File: src/rtl/ea_gen_pkg.sv
package ea_gen_pkg;
   // Adder implementation choices for the three-term sum
   localparam int ADD_RIPPLE = 0;
   localparam int ADD_CSA    = 1;
   // Default geometry
   localparam int DEF_AW  = 32;
   localparam int DEF_SDW = 8;
   localparam int DEF_SCW = 2;
endpackage

File: src/rtl/ea_disp_ext.sv
module ea_disp_ext #(
   parameter int AW  = 32,
   parameter int SDW = 8
) (
   input  logic          short_i,
   input  logic [AW-1:0] disp_i,
   output logic [AW-1:0] disp_o
);
   localparam int PADW = AW - SDW;

   logic [AW-1:0] short_ext;

   generate
      if (PADW > 0) begin : g_pad
         assign short_ext = {{PADW{disp_i[SDW-1]}}, disp_i[SDW-1:0]};
      end else begin : g_nopad
         assign short_ext = disp_i;
      end
   endgenerate

   assign disp_o = short_i ? short_ext : disp_i;
endmodule

File: src/rtl/ea_scaler.sv
module ea_scaler #(
   parameter int AW  = 32,
   parameter int SCW = 2
) (
   input  logic [SCW-1:0] scale_i,
   input  logic [AW-1:0]  value_i,
   output logic [AW-1:0]  value_o
);
   localparam int NSH = 1 << SCW;

   logic [AW-1:0] shifted [NSH];

   generate
      for (genvar s = 0; s < NSH; s++) begin : g_sh
         if (s == 0) begin : g_id
            assign shifted[s] = value_i;
         end else begin : g_l
            assign shifted[s] = {value_i[AW-1-s:0], {s{1'b0}}};
         end
      end
   endgenerate

   assign value_o = shifted[scale_i];
endmodule

File: src/rtl/ea_adder3.sv
module ea_adder3 #(
   parameter int AW    = 32,
   parameter int STYLE = 0
) (
   input  logic [AW-1:0] a_i,
   input  logic [AW-1:0] b_i,
   input  logic [AW-1:0] c_i,
   output logic [AW-1:0] sum_o
);
   import ea_gen_pkg::*;

   generate
      if (STYLE == ADD_CSA) begin : g_csa
         logic [AW-1:0] psum;
         logic [AW-1:0] pcar;
         logic [AW-1:0] pcar_sh;
         for (genvar b = 0; b < AW; b++) begin : g_fa
            assign psum[b] = a_i[b] ^ b_i[b] ^ c_i[b];
            assign pcar[b] = (a_i[b] & b_i[b]) | (a_i[b] & c_i[b]) | (b_i[b] & c_i[b]);
         end
         assign pcar_sh = {pcar[AW-2:0], 1'b0};
         assign sum_o   = psum + pcar_sh;
      end else begin : g_ripple
         assign sum_o = a_i + b_i + c_i;
      end
   endgenerate
endmodule

File: src/rtl/ea_gen.sv
module ea_gen #(
   parameter int AW        = ea_gen_pkg::DEF_AW,
   parameter int SDW       = ea_gen_pkg::DEF_SDW,
   parameter int SCW       = ea_gen_pkg::DEF_SCW,
   parameter int ADD_STYLE = ea_gen_pkg::ADD_CSA
) (
   input  logic           clk,
   input  logic           rst_n,
   input  logic           req_i,
   input  logic           pcrel_i,
   input  logic           base_en_i,
   input  logic           index_en_i,
   input  logic           disp_en_i,
   input  logic           disp_short_i,
   input  logic [SCW-1:0] scale_i,
   input  logic [AW-1:0]  base_i,
   input  logic [AW-1:0]  index_i,
   input  logic [AW-1:0]  disp_i,
   input  logic [AW-1:0]  pc_i,
   output logic [AW-1:0]  ea_o,
   output logic           vld_o
);
   localparam int MAXSH = (1 << SCW) - 1;

   generate
      if (SDW < 2 || SDW > AW) begin : g_bad_sdw
         $error("ea_gen: short displacement width out of range");
      end
      if (SCW < 1 || MAXSH >= AW) begin : g_bad_scw
         $error("ea_gen: scale code width out of range");
      end
      if (ADD_STYLE != ea_gen_pkg::ADD_RIPPLE && ADD_STYLE != ea_gen_pkg::ADD_CSA) begin : g_bad_add
         $error("ea_gen: unknown adder style");
      end
   endgenerate

   logic [AW-1:0] disp_x;
   logic [AW-1:0] idx_sc;
   logic [AW-1:0] term_a;
   logic [AW-1:0] term_b;
   logic [AW-1:0] term_c;
   logic [AW-1:0] sum_w;
   logic [AW-1:0] ea_q;
   logic          vld_q;

   ea_disp_ext #(.AW(AW), .SDW(SDW)) u_dext (
      .short_i (disp_short_i),
      .disp_i  (disp_i),
      .disp_o  (disp_x)
   );

   ea_scaler #(.AW(AW), .SCW(SCW)) u_scl (
      .scale_i (scale_i),
      .value_i (index_i),
      .value_o (idx_sc)
   );

   always_comb begin
      if (pcrel_i) begin
         term_a = pc_i;
         term_b = '0;
         term_c = disp_x;
      end else begin
         term_a = base_en_i  ? base_i : '0;
         term_b = index_en_i ? idx_sc : '0;
         term_c = disp_en_i  ? disp_x : '0;
      end
   end

   ea_adder3 #(.AW(AW), .STYLE(ADD_STYLE)) u_add (
      .a_i   (term_a),
      .b_i   (term_b),
      .c_i   (term_c),
      .sum_o (sum_w)
   );

   always_ff @(posedge clk or negedge rst_n) begin
      if (!rst_n) begin
         ea_q  <= '0;
         vld_q <= 1'b0;
      end else begin
         vld_q <= req_i;
         if (req_i) begin
            ea_q <= sum_w;
         end
      end
   end

   assign ea_o  = ea_q;
   assign vld_o = vld_q;
endmodule

File: config.mk
export PLATFORM = sky130hd
export DESIGN_NAME = ea_gen
export DESIGN_NICKNAME = d
export VERILOG_FILES = /design/src/rtl/ea_gen_pkg.sv /design/src/rtl/ea_disp_ext.sv /design/src/rtl/ea_scaler.sv /design/src/rtl/ea_adder3.sv /design/src/rtl/ea_gen.sv
export SDC_FILE = /design/constraint.sdc
export NUM_CORES = 1
export LEC_CHECK = 0
export BUFFER_PORTS_ARGS = -buffer_cell sky130_fd_sc_hd__buf_2
export CAP_MARGIN = 20
export CORE_MARGIN = 1.5
export CORE_UTILIZATION = 42
export DETAILED_ROUTE_END_ITERATION = 6
export PLACE_DENSITY = 0.65
export SLEW_MARGIN = 20
export SYNTH_ARGS = -nofsm -noshare
export SYNTH_HDL_FRONTEND = slang
export SYNTH_SLANG_ARGS = --single-unit
File: constraint.sdc
create_clock -name clk -period 1.1 [get_ports clk]
set_input_delay 0.22 -clock clk [delete_from_list [all_inputs] [get_ports clk]]
set_output_delay 0.22 -clock clk [all_outputs]
set_load 0.05 [all_outputs]
# Yosys cells after proc, flatten, opt, wreduce, memory -nomap -nowiden

Cells that the tools add are included.

Add/subtract/negate cells: 1
Multipliers: 0
Div/mod/pow operators: 0
Magnitude comparators: 1
Equal/unequal tests: 0
Shift-type cells: 0
Multiplexer cells: 10
Bitwise logic cells: 220
Reductions and logical operators: 0

Operator list:

| kind                                                      | count |
|---|---|
| two-way mux 32 bit                                        | 9 |
| AND 1 bit                                                 | 93 |
| binary-select mux 32 bit (select 2 bit)                   | 1 |
| XOR 1 bit                                                 | 64 |
| OR 1 bit                                                  | 62 |
| adder 32 bit                                              | 1 |
| greater-or-equal comparator 3 bit (second input constant) | 1 |
| inverter 2 -> 3 bit                                       | 1 |

Bits in registers: 33
Bits in latches: 0
Memory bits (writable): 0
Bits in read-only memories: 0
Word-level logic and storage cells: 234
Memories: 0

# Logic depth before layout (Yosys ltp)

Gate-level depths: netlist of the first run.

Depth after elaboration: 10
Mapped depth: 17
Mapped depth without buffers: 16

# Modules after synthesis

From an unflattened synthesis of the first run, not the netlist that was laid out.

Cells, all modules: 589
Area total of the unflattened synthesis: 5686.7 µm²

By module, submodules not included:

| module      | times used | cells each | area each (µm²) |
|---|---|---|---|
| ea_adder3   | 1          | 299        | 2479.9 |
| ea_gen      | 1          | 182        | 2035.7 |
| ea_scaler   | 1          | 71         | 704.4 |
| ea_disp_ext | 1          | 37         | 466.7 |

# Worst setup path after synthesis of the first run

Ideal clock, no wire load.

Kind: input port to flip-flop
Start: input scale_i[0]
End: register ea_q[28] (netlist: ea_o[28])
Arrival time: 3798 ps
Path slack: -2830 ps
Cell stages on the path: 14
Cell sequence: clkbuf_1 > clkbuf_1 > mux2i_1 > o22a_1 > fa_1 > inv_1 > ha_1 > a2111o_1 > o2111ai_1 > a21oi_1 > nor2_2 > o211ai_2 > nor4b_1 > or3b_1

Cells in the longest elaborated chain, start to end: 10

Ends and longest elaborated chain:

| what                                                    | RTL line        | source |
|---|---|---|
| start, declared                                         | ea_gen.sv:15    | `input logic [SCW-1:0] scale_i,` |
| inverter 2 -> 3 bit (not written as such) *             | ea_scaler.sv:23 | `assign value_o = shifted[scale_i];` |
| binary-select mux 32 bit (select 2 bit) *               | ea_scaler.sv:23 |  |
| two-way mux 32 bit (not written as such) * (2 in a row) | ea_scaler.sv:23 |  |
| two-way mux 32 bit *                                    | ea_gen.sv:65    | `term_b = index_en_i ? idx_sc : '0;` |
| two-way mux 32 bit *                                    | ea_gen.sv:59    | `if (pcrel_i) begin` |
| AND 1 bit                                               | ea_adder3.sv:19 | `assign pcar[b] = (a_i[b] & b_i[b]) \| (a_i[b] & c_i[b]) \| (b_i[b] & c_i[b]);` |
| OR 1 bit (2 in a row)                                   | ea_adder3.sv:19 |  |
| adder 32 bit *                                          | ea_adder3.sv:22 | `assign sum_o = psum + pcar_sh;` |
| end signal, assigned                                    | ea_gen.sv:84    | `ea_q <= sum_w;` |
| end, declared                                           | ea_gen.sv:43    | `logic [AW-1:0] ea_q;` |

Mark *: on every way between the ends. The rest lies on a longest branch, timed or not. The select of a mux whose other input is x is not followed.
A chain may end at the register's enable or synchronous reset.

# Worst setup path after layout of the first run

Start: input pcrel_i
End: register ea_q[31] (netlist: ea_o[31])

Cells in the longest elaborated chain, start to end: 5

Ends and longest elaborated chain:

| what                  | RTL line        | source |
|---|---|---|
| start, declared       | ea_gen.sv:10    | `input logic pcrel_i,` |
| two-way mux 32 bit    | ea_gen.sv:59    |  |
| AND 1 bit             | ea_adder3.sv:19 |  |
| OR 1 bit (2 in a row) | ea_adder3.sv:19 |  |
| adder 32 bit *        | ea_adder3.sv:22 |  |

Mark *: on every way between the ends. The rest lies on a longest branch, timed or not.

==> summary.json, run 1 <==
{
  "detail_route.iter0.violations": {"value": 253},
  "syn_std_cell_area": {"value": 0.00474, "unit": "mm2"},
  "p_leak": {"value": 3.83, "unit": "nW"},
  "worstSetupStartpointType": {"value": "input pin"},
  "floorplan.core_area": {"value": 0.0109, "unit": "mm2"},
  "whs": {"value": 350, "unit": "ps"},
  "setup-violations-final": {"value": 32},
  "slew_headroom": {"value": 0.665},
  "fp.dieW": {"value": 109, "unit": "um"},
  "cts_buffer_depth": {"value": 2},
  "run_status": {"value": "finished with violations"},
  "synthesis.area_per_instance": {"value": 8.64, "unit": "um2"},
  "timing.critical_path.required": {"value": 1310, "unit": "ps"},
  "grt_start_max_net_pins": {"value": 30},
  "final.setup.worst_slack": {"value": -2240, "unit": "ps"},
  "fillers": {"value": 856},
  "synth-main-ff-cell": {"value": "dfrtp_1"},
  "synthArstFlopShare": {"value": 1.00},
  "hold_path.class": {"value": "input pin to register"},
  "clock_skew": {"value": 0, "unit": "ps"},
  "totalPowerFinal": {"value": 12.0, "unit": "mW"},
  "peak_supply_drop": {"value": 1.56, "unit": "mV"},
  "post-dp-hpwl": {"value": 13.4, "unit": "mm"},
  "met3RoutedLength": {"value": 838, "unit": "um"},
  "drcViolationCount": {"value": 0},
  "wl_met2": {"value": 8.91, "unit": "mm"},
  "place_ws": {"value": -2690, "unit": "ps"},
  "grt_setup_unrepaired": {"value": "yes"},
  "antenna-diode-count": {"value": 0},
  "via_count": {"value": 5425},
  "hold_violations": {"value": 0},
  "synth_seq_cells": {"value": 33},
  "num-nets-final": {"value": 1050},
  "grt_util_all_layers": {"value": 0.285},
  "maximum_clock_frequency": {"value": 299, "unit": "MHz"},
  "post_synthesis_cell_count": {"value": 549},
  "yosys_warnings": {"value": 0},
  "clk_pin_slew": {"value": 50, "unit": "ps"},
  "drt-total-wl": {"value": 16.7, "unit": "mm"},
  "chip_height": {"value": 109, "unit": "um"},
  "clock_insertion_delay_worst_skew": {"value": 280, "unit": "ps"},
  "cts_htree_levels": {"value": 2},
  "worst-slew-pin-transition": {"value": 499, "unit": "ps"},
  "grt_first_pass_wirelength": {"value": 26.4, "unit": "mm"},
  "count_of_boundary_i_o_pins": {"value": 171},
  "flow.area_growth_from_synthesis": {"value": 62.0, "unit": "%"},
  "antenna_found_initial": {"value": 0},
  "failing_checks": {"value": "negative setup slack"},
  "top_signal_layer_used": {"value": "met4"},
  "avgViaCountPerCell": {"value": 5.47},
  "clk_root_buffer_cell": {"value": "clkbuf_16"},
  "final_worst_path_cycle_share": {"value": 3.04},
  "met1Wirelength": {"value": 6.50, "unit": "mm"},
  "synth_sequential_area_ratio": {"value": 0.174},
  "first_pass_iters": {"value": 4},
  "average_detailed_routed_wire_length_per_instance": {"value": 16.9, "unit": "um"},
  "placementRows": {"value": 38},
  "cts_inserted_buffers": {"value": 5},
  "floorplan.initialDensity": {"value": 0.434},
  "synth_enable_flop_cells": {"value": 0},
  "maxCapViolCount": {"value": 0},
  "place_area": {"value": 0.00689, "unit": "mm2"},
  "clock_sink_count": {"value": 33},
  "first_global_vias": {"value": 5650},
  "place_congestion": {"value": 0.900},
  "io_buffer_count": {"value": 170},
  "post-route-cell-area": {"value": 0.00768, "unit": "mm2"},
  "synth_cell_type_count": {"value": 68},
  "antenna_violating_nets_post_route": {"value": 0},
  "powerDensity": {"value": 1570, "unit": "mW/mm2"},
  "synth_fp_nets": {"value": 749},
  "final-max-slew-violation-count": {"value": 0},
  "timing.critical_path.to_type": {"value": "register"},
  "min_period": {"value": 3340, "unit": "ps"},
  "worst-path-max-fanout": {"value": 5},
  "timing.setup.tns": {"value": -58330, "unit": "ps"},
  "floorplan.die_area": {"value": 0.0119, "unit": "mm2"},
  "overflow": {"value": 0},
  "critPathArrivalTime": {"value": 3550, "unit": "ps"},
  "final_layout_size_suffix_gt1_frac": {"value": 0.503},
  "clock_tree_from_tritoncts": {"value": "yes"},
  "timing.setup.critical_path_class": {"value": "input pin to register"}
}
-- where the power goes --
part           leakage [nW]  internal (mW)  total [mW]  switching (mW)
combinational          3.37           3.87        8.60            4.74
sequential            0.390           1.71        2.05           0.346
clock                0.0696          0.830        1.39           0.557
-- final timing paths --
check	start	end	slack, ps	cells past startpoint
max in group asynchronous	rst_n	ea_o[27]	350	3
min reg2reg	ea_o[0]	ea_o[0]	490	2
max reg2reg	ea_o[28]	ea_o[28]	20	2
min	req_i	vld_o	350	2
max	pcrel_i	ea_o[31]	-2240	17
min in group asynchronous	rst_n	ea_o[2]	370	2
-- what timing repair did --
item | 4_1_cts | 5_1_grt
setup endpoints to repair | 59 | 47
endpoints found under the hold margin | 11 | 0
hold buffers | 1 | 0
pin swaps | 51 | 10
resized for setup | 102 | 27
buffers inserted | 16 | 6
gates cloned | 2 | 0
-- kinds of logic after synthesis --
group,count (synthesis),share of synthesized area
adders and majority gates,62,0.214
DFF,33,0.174
AOI/OAI and AO/OA,180,0.268
buffers and inverters,72,0.0631
and+or+nand+nor,130,0.130
muxes,50,0.110
xor gates and xnor gates,22,0.0406
-- worst max-delay path: stages --
cell and delay (ps):
buf_12 110, buf_6 110, nor2b_4 180, a22oi_2 90, fa_1 490, inv_2 80, ha_4 130, inv_2 30
fa_2 360, and2b_1 250, o2111ai_2 180, a211oi_2 290, o2111a_2 280, o21ai_2 70, o211a_1 230, or3_1 360
nand3_1 70
-- cells in the final DEF, fill, tap and decap left out, types with 7 or more instances in the layout --
master     n
a21oi_1   26
a22o_1    15
a22oi_1   16
a31oi_1    8
buf_2    135
buf_4    158
buf_6     22
dfrtp_1   33
fa_1      31
ha_1      18
ha_4      11
inv_1     36
mux2_4    15
mux2i_1   26
mux2i_2    7
nand2_1   34
nand3_1    7
nor2_1    37
nor3_1     8
o21ai_0   16
o21ai_1    9
o22a_1    15
o22ai_1   10
xnor2_1   10
xor2_1     8
-- metal layers --
layer | vias to the layer above | global-route usage
met5 | - | 0
met4 | 0 | 0.102
met3 | 32 | 0.0311
met2 | 181 | 0.555
met1 | 2602 | 0.316
li1 | 2610 | -
-- synthesized netlist by cell type, types with 2 or more instances --
cell	number	area, um2
a22o_1	15	131
a22oi_1	18	135
nor2b_1	6	37.5
xor2_1	9	78.8
o21ai_0	28	140
a21o_1	6	45.0
a311o_1	2	20.0
o22a_1	15	131
or3_1	4	25.0
o21ai_1	2	10.0
ha_1	30	375
o22ai_1	15	93.8
nand3_1	8	40.0
a21boi_0	2	15.0
nand2b_1	4	25.0
nand2_1	38	143
xnor2_1	13	114
fa_1	32	641
o2111ai_1	3	26.3
clkbuf_1	23	86.3
a31oi_1	8	50.1
and3_1	3	18.8
nand3b_1	6	45.0
mux2_2	17	191
o211ai_1	5	37.5
or2_2	2	12.5
dfrtp_1	33	826
nor3_1	8	40.0
o21a_1	5	37.5
o31ai_1	4	30.0
nor2_2	2	12.5
mux2i_1	33	330
a21oi_1	32	160
a211oi_1	3	22.5
and2_1	2	12.5
inv_1	42	158
nor2_1	40	150
-- flip-flops by register name (all words and copies together) (netlist names) --
name / flops
vld_o: 1
ea_o: 32
-- per-stage QoR --
step           cells  utilization
5_1_grt          991        0.702
4_1_cts          986        0.690
6_report         991        0.702
3_5_place_dp     960        0.630
2_1_floorplan    549            -
3_3_place_gp     960        0.630
-- final cells by class --
class                           count  area [um2]  share of cell area
Multi-Input combinational cell    445        4140               0.539
Timing Repair Buffer              323        2240               0.291
Sequential cell                    33         826               0.108
Tap cell                          140         175              0.0228
Inverter                           42         160              0.0209
Clock buffer                        5         125              0.0163
Clock inverter                      3        17.5             0.00228
(Power assumes the default switching activity.)
==> run 2: changes to the inputs <==
==> constraint.sdc (replaced) <==
create_clock -name clk -period 1.1 [get_ports clk]
set_input_delay 0.165 -clock clk [delete_from_list [all_inputs] [get_ports clk]]
set_output_delay 0.165 -clock clk [all_outputs]
set_load 0.05 [all_outputs]
==> run 2 against run 1 <==
The run still ends with negative setup slack left. Design area rose by 0.39%. Wire length up 2.4%. Flip-flop and latch count is the same. Clock-buffer cell count unchanged. Final cell count is the same. Via count increased by 0.94%. Global-route usage increased by 0.42 points. Hold slack worse by 71 ps. Clock skew unchanged. Sequential power down 3%. Critical path depth rose by 1. Core utilization increased by 0.27 points. Critical path type unchanged.
==> summary.json, run 2 (synthesis results as in run 1) <==
{
  "run_status": {"value": "finished with violations"},
  "failing_checks": {"value": "negative setup slack"},
  "detail_route.iter0.violations": {"value": 253, "change": "unchanged"},
  "maxCapViolCount": {"value": 0, "change": "unchanged"},
  "worst-slew-pin-transition": {"value": 511, "unit": "ps", "change": "+12.0 ps"},
  "clock_skew": {"value": 0, "unit": "ps", "change": "unchanged"},
  "io_buffer_count": {"value": 170, "change": "unchanged"},
  "layout_common_cells": {"value": "buf_2, buf_4, nor2_1"},
  "peak_supply_drop": {"value": 1.67, "unit": "mV", "change": "+7.2%"},
  "first_pass_iters": {"value": 4, "change": "unchanged"},
  "hold_path.class": {"value": "input pin to register"},
  "timing.critical_path.required": {"value": 1270, "unit": "ps", "change": "-40 ps"},
  "grt_util_all_layers": {"value": 0.289, "change": "+0.00422"},
  "place_congestion": {"value": 0.902, "change": "+0.18%"},
  "critPathArrivalTime": {"value": 3520, "unit": "ps", "change": "-30 ps"},
  "multiInputGateArea": {"value": 0.00424, "unit": "mm2", "change": "+2.4%"},
  "clock_sink_count": {"value": 33, "change": "unchanged"},
  "fp.dieW": {"value": 109, "unit": "um", "change": "unchanged"},
  "grt_start_max_net_pins": {"value": 30, "change": "unchanged"},
  "reg_area": {"value": 826, "unit": "um2", "change": "unchanged"},
  "final_worst_path_cycle_share": {"value": 3.05, "change": "+0.00975"},
  "first_global_vias": {"value": 5699, "change": "+0.87%"},
  "grt_first_pass_wirelength": {"value": 26.8, "unit": "mm", "change": "+1.6%"},
  "cp_slowest_stage_delay": {"value": 450, "unit": "ps", "change": "-40 ps"},
  "p_leak": {"value": 3.81, "unit": "nW", "change": "-0.59%"},
  "drt-total-wl": {"value": 17.1, "unit": "mm", "change": "+2.4%"},
  "share_of_the_core_filled_with_cells_in_the_final_layout": {"value": 0.705, "change": "+0.00275"},
  "setup-violations-final": {"value": 32, "change": "unchanged"},
  "floorplan.initialDensity": {"value": 0.434, "change": "unchanged"},
  "clock_insertion_delay_worst_skew": {"value": 280, "unit": "ps", "change": "about the same"},
  "cts_htree_levels": {"value": 2, "change": "unchanged"},
  "timing.setup.tns": {"value": -58380, "unit": "ps", "change": "-58.0 ps"},
  "post-route-cell-area": {"value": 0.00771, "unit": "mm2", "change": "+0.39%"},
  "count_of_boundary_i_o_pins": {"value": 171, "change": "unchanged"},
  "cts_buffer_depth": {"value": 2, "change": "unchanged"},
  "avgViaCountPerCell": {"value": 5.53, "change": "+0.94%"},
  "antenna_found_initial": {"value": 0, "change": "unchanged"},
  "floorplan.core_area": {"value": 0.0109, "unit": "mm2", "change": "unchanged"},
  "placementRows": {"value": 38, "change": "unchanged"},
  "place_ws": {"value": -2630, "unit": "ps", "change": "+58.0 ps"},
  "average_detailed_routed_wire_length_per_instance": {"value": 17.3, "unit": "um", "change": "+2.4%"},
  "chip_height": {"value": 109, "unit": "um", "change": "unchanged"},
  "overflow": {"value": 0, "change": "unchanged"},
  "timing.critical_path.to_type": {"value": "register"},
  "final_common_cell": {"value": "buf_2"},
  "flow.area_growth_from_synthesis": {"value": 62.6, "unit": "%"},
  "worstSetupStartpointType": {"value": "input pin"},
  "min_period": {"value": 3350, "unit": "ps", "change": "+10.7 ps"},
  "powerDensity": {"value": 1530, "unit": "mW/mm2", "change": "-2.5%"},
  "antenna-diode-count": {"value": 0, "change": "unchanged"},
  "crit_slowest_cell": {"value": "fa_1"},
  "grt_setup_unrepaired": {"value": "yes"},
  "critical_path_cell_by_cell": {"value": "buf_12 > buf_4 > nor2b_4 > a22oi_2 > fa_1 > inv_2 > ha_4 > inv_2 > fa_2 > and2b_1 > o2111ai_2 > a211oi_2 > nor2_2 > o41ai_4 > a311oi_2 > buf_4 > xnor2_1 > mux2_2"},
  "floorplan.die_area": {"value": 0.0119, "unit": "mm2", "change": "unchanged"},
  "final_layout_size_suffix_gt1_frac": {"value": 0.522, "change": "+0.0188"},
  "place_area": {"value": 0.00690, "unit": "mm2", "change": "+0.11%"},
  "slew_headroom": {"value": 0.657, "change": "-0.00803"},
  "max_ffs_per_register": {"value": 32, "change": "unchanged"},
  "drcViolationCount": {"value": 0, "change": "unchanged"},
  "clk_pin_slew": {"value": 60, "unit": "ps", "change": "about the same"},
  "whs": {"value": 279, "unit": "ps", "change": "-71.0 ps"},
  "clock_tree_from_tritoncts": {"value": "yes"},
  "cts_inserted_buffers": {"value": 5, "change": "unchanged"},
  "final.setup.worst_slack": {"value": -2250, "unit": "ps", "change": "-10.7 ps"},
  "antenna_violating_nets_post_route": {"value": 0, "change": "unchanged"},
  "fillers": {"value": 880, "change": "+2.8%"},
  "worst-path-max-fanout": {"value": 5, "change": "unchanged"},
  "num-nets-final": {"value": 1050, "change": "unchanged"},
  "hold_violations": {"value": 0, "change": "unchanged"},
  "final-max-slew-violation-count": {"value": 0, "change": "unchanged"},
  "post-dp-hpwl": {"value": 13.6, "unit": "mm", "change": "+1.3%"},
  "via_count": {"value": 5476, "change": "+0.94%"},
  "clk_root_buffer_cell": {"value": "clkbuf_16"},
  "timing.setup.critical_path_class": {"value": "input pin to register"},
  "maximum_clock_frequency": {"value": 298, "unit": "MHz", "change": "-0.32%"}
}
==> run 2: path summary, 6_finish.rpt <==
check / start / to / slack (ps) / cells past startpoint
worst max-delay path: pcrel_i / ea_o[21] / -2250 / 18
worst min-delay path: req_i / vld_o / 280 / 2
worst max register to register: ea_o[28] / ea_o[28] / 70 / 2
worst min register to register: ea_o[4] / ea_o[4] / 490 / 2
max in group asynchronous: rst_n / ea_o[8] / 390 / 3
min in group asynchronous: rst_n / ea_o[2] / 340 / 2
==> run 2: final cells by class <==
cell class,instances,area share
flip-flops and latches,33,0.107
clock inverters,3,0.00227
clock buffers,5,0.0162
inverters,42,0.0204
repair buffers,323,0.281
well taps,140,0.0227
multi-input cells,445,0.550
==> run 2: through the flow <==
| step | instances | total power [mW] |
|---|---|---|
| CTS | 980 | 11.3 |
| finish | 991 | 11.8 |
| global route | 991 | 12.5 |
| global placement | 961 | 9.34 |
| detailed placement | 961 | 9.48 |
| floorplan | 549 | 6.86 |
==> run 2: power breakdown <==
part	leakage, nW	internal [mW]	switching (mW)
combinational	3.35	3.59	4.84
sequential	0.390	1.70	0.283
clock	0.0696	0.829	0.537
==> run 2: critical path, delay by kind of cell <==
kind | cells | cell delay, ps
AOI/OAI and AO/OA | 5 | 960
adders and majority gates | 3 | 940
buffers and inverters | 5 | 540
and+or+nand+nor | 3 | 530
muxes | 1 | 260
xor gates and xnor gates | 1 | 120
==> run 2: repair_timing <==
item | 4_1_cts | 5_1_grt
hold buffers | 1 | 0
hold endpoints to repair | 11 | 0
buffers inserted | 9 | 12
endpoints found under the setup margin | 34 | 38
pin swaps | 40 | 24
gates cloned | 2 | 0
gates resized for setup | 59 | 54
==> run 2: metal layers <==
layer  part of all wire  global-route usage
met5                  0                   0
met4              0.033               0.107
met3              0.045              0.0395
met2               0.53               0.550
met1               0.39               0.326
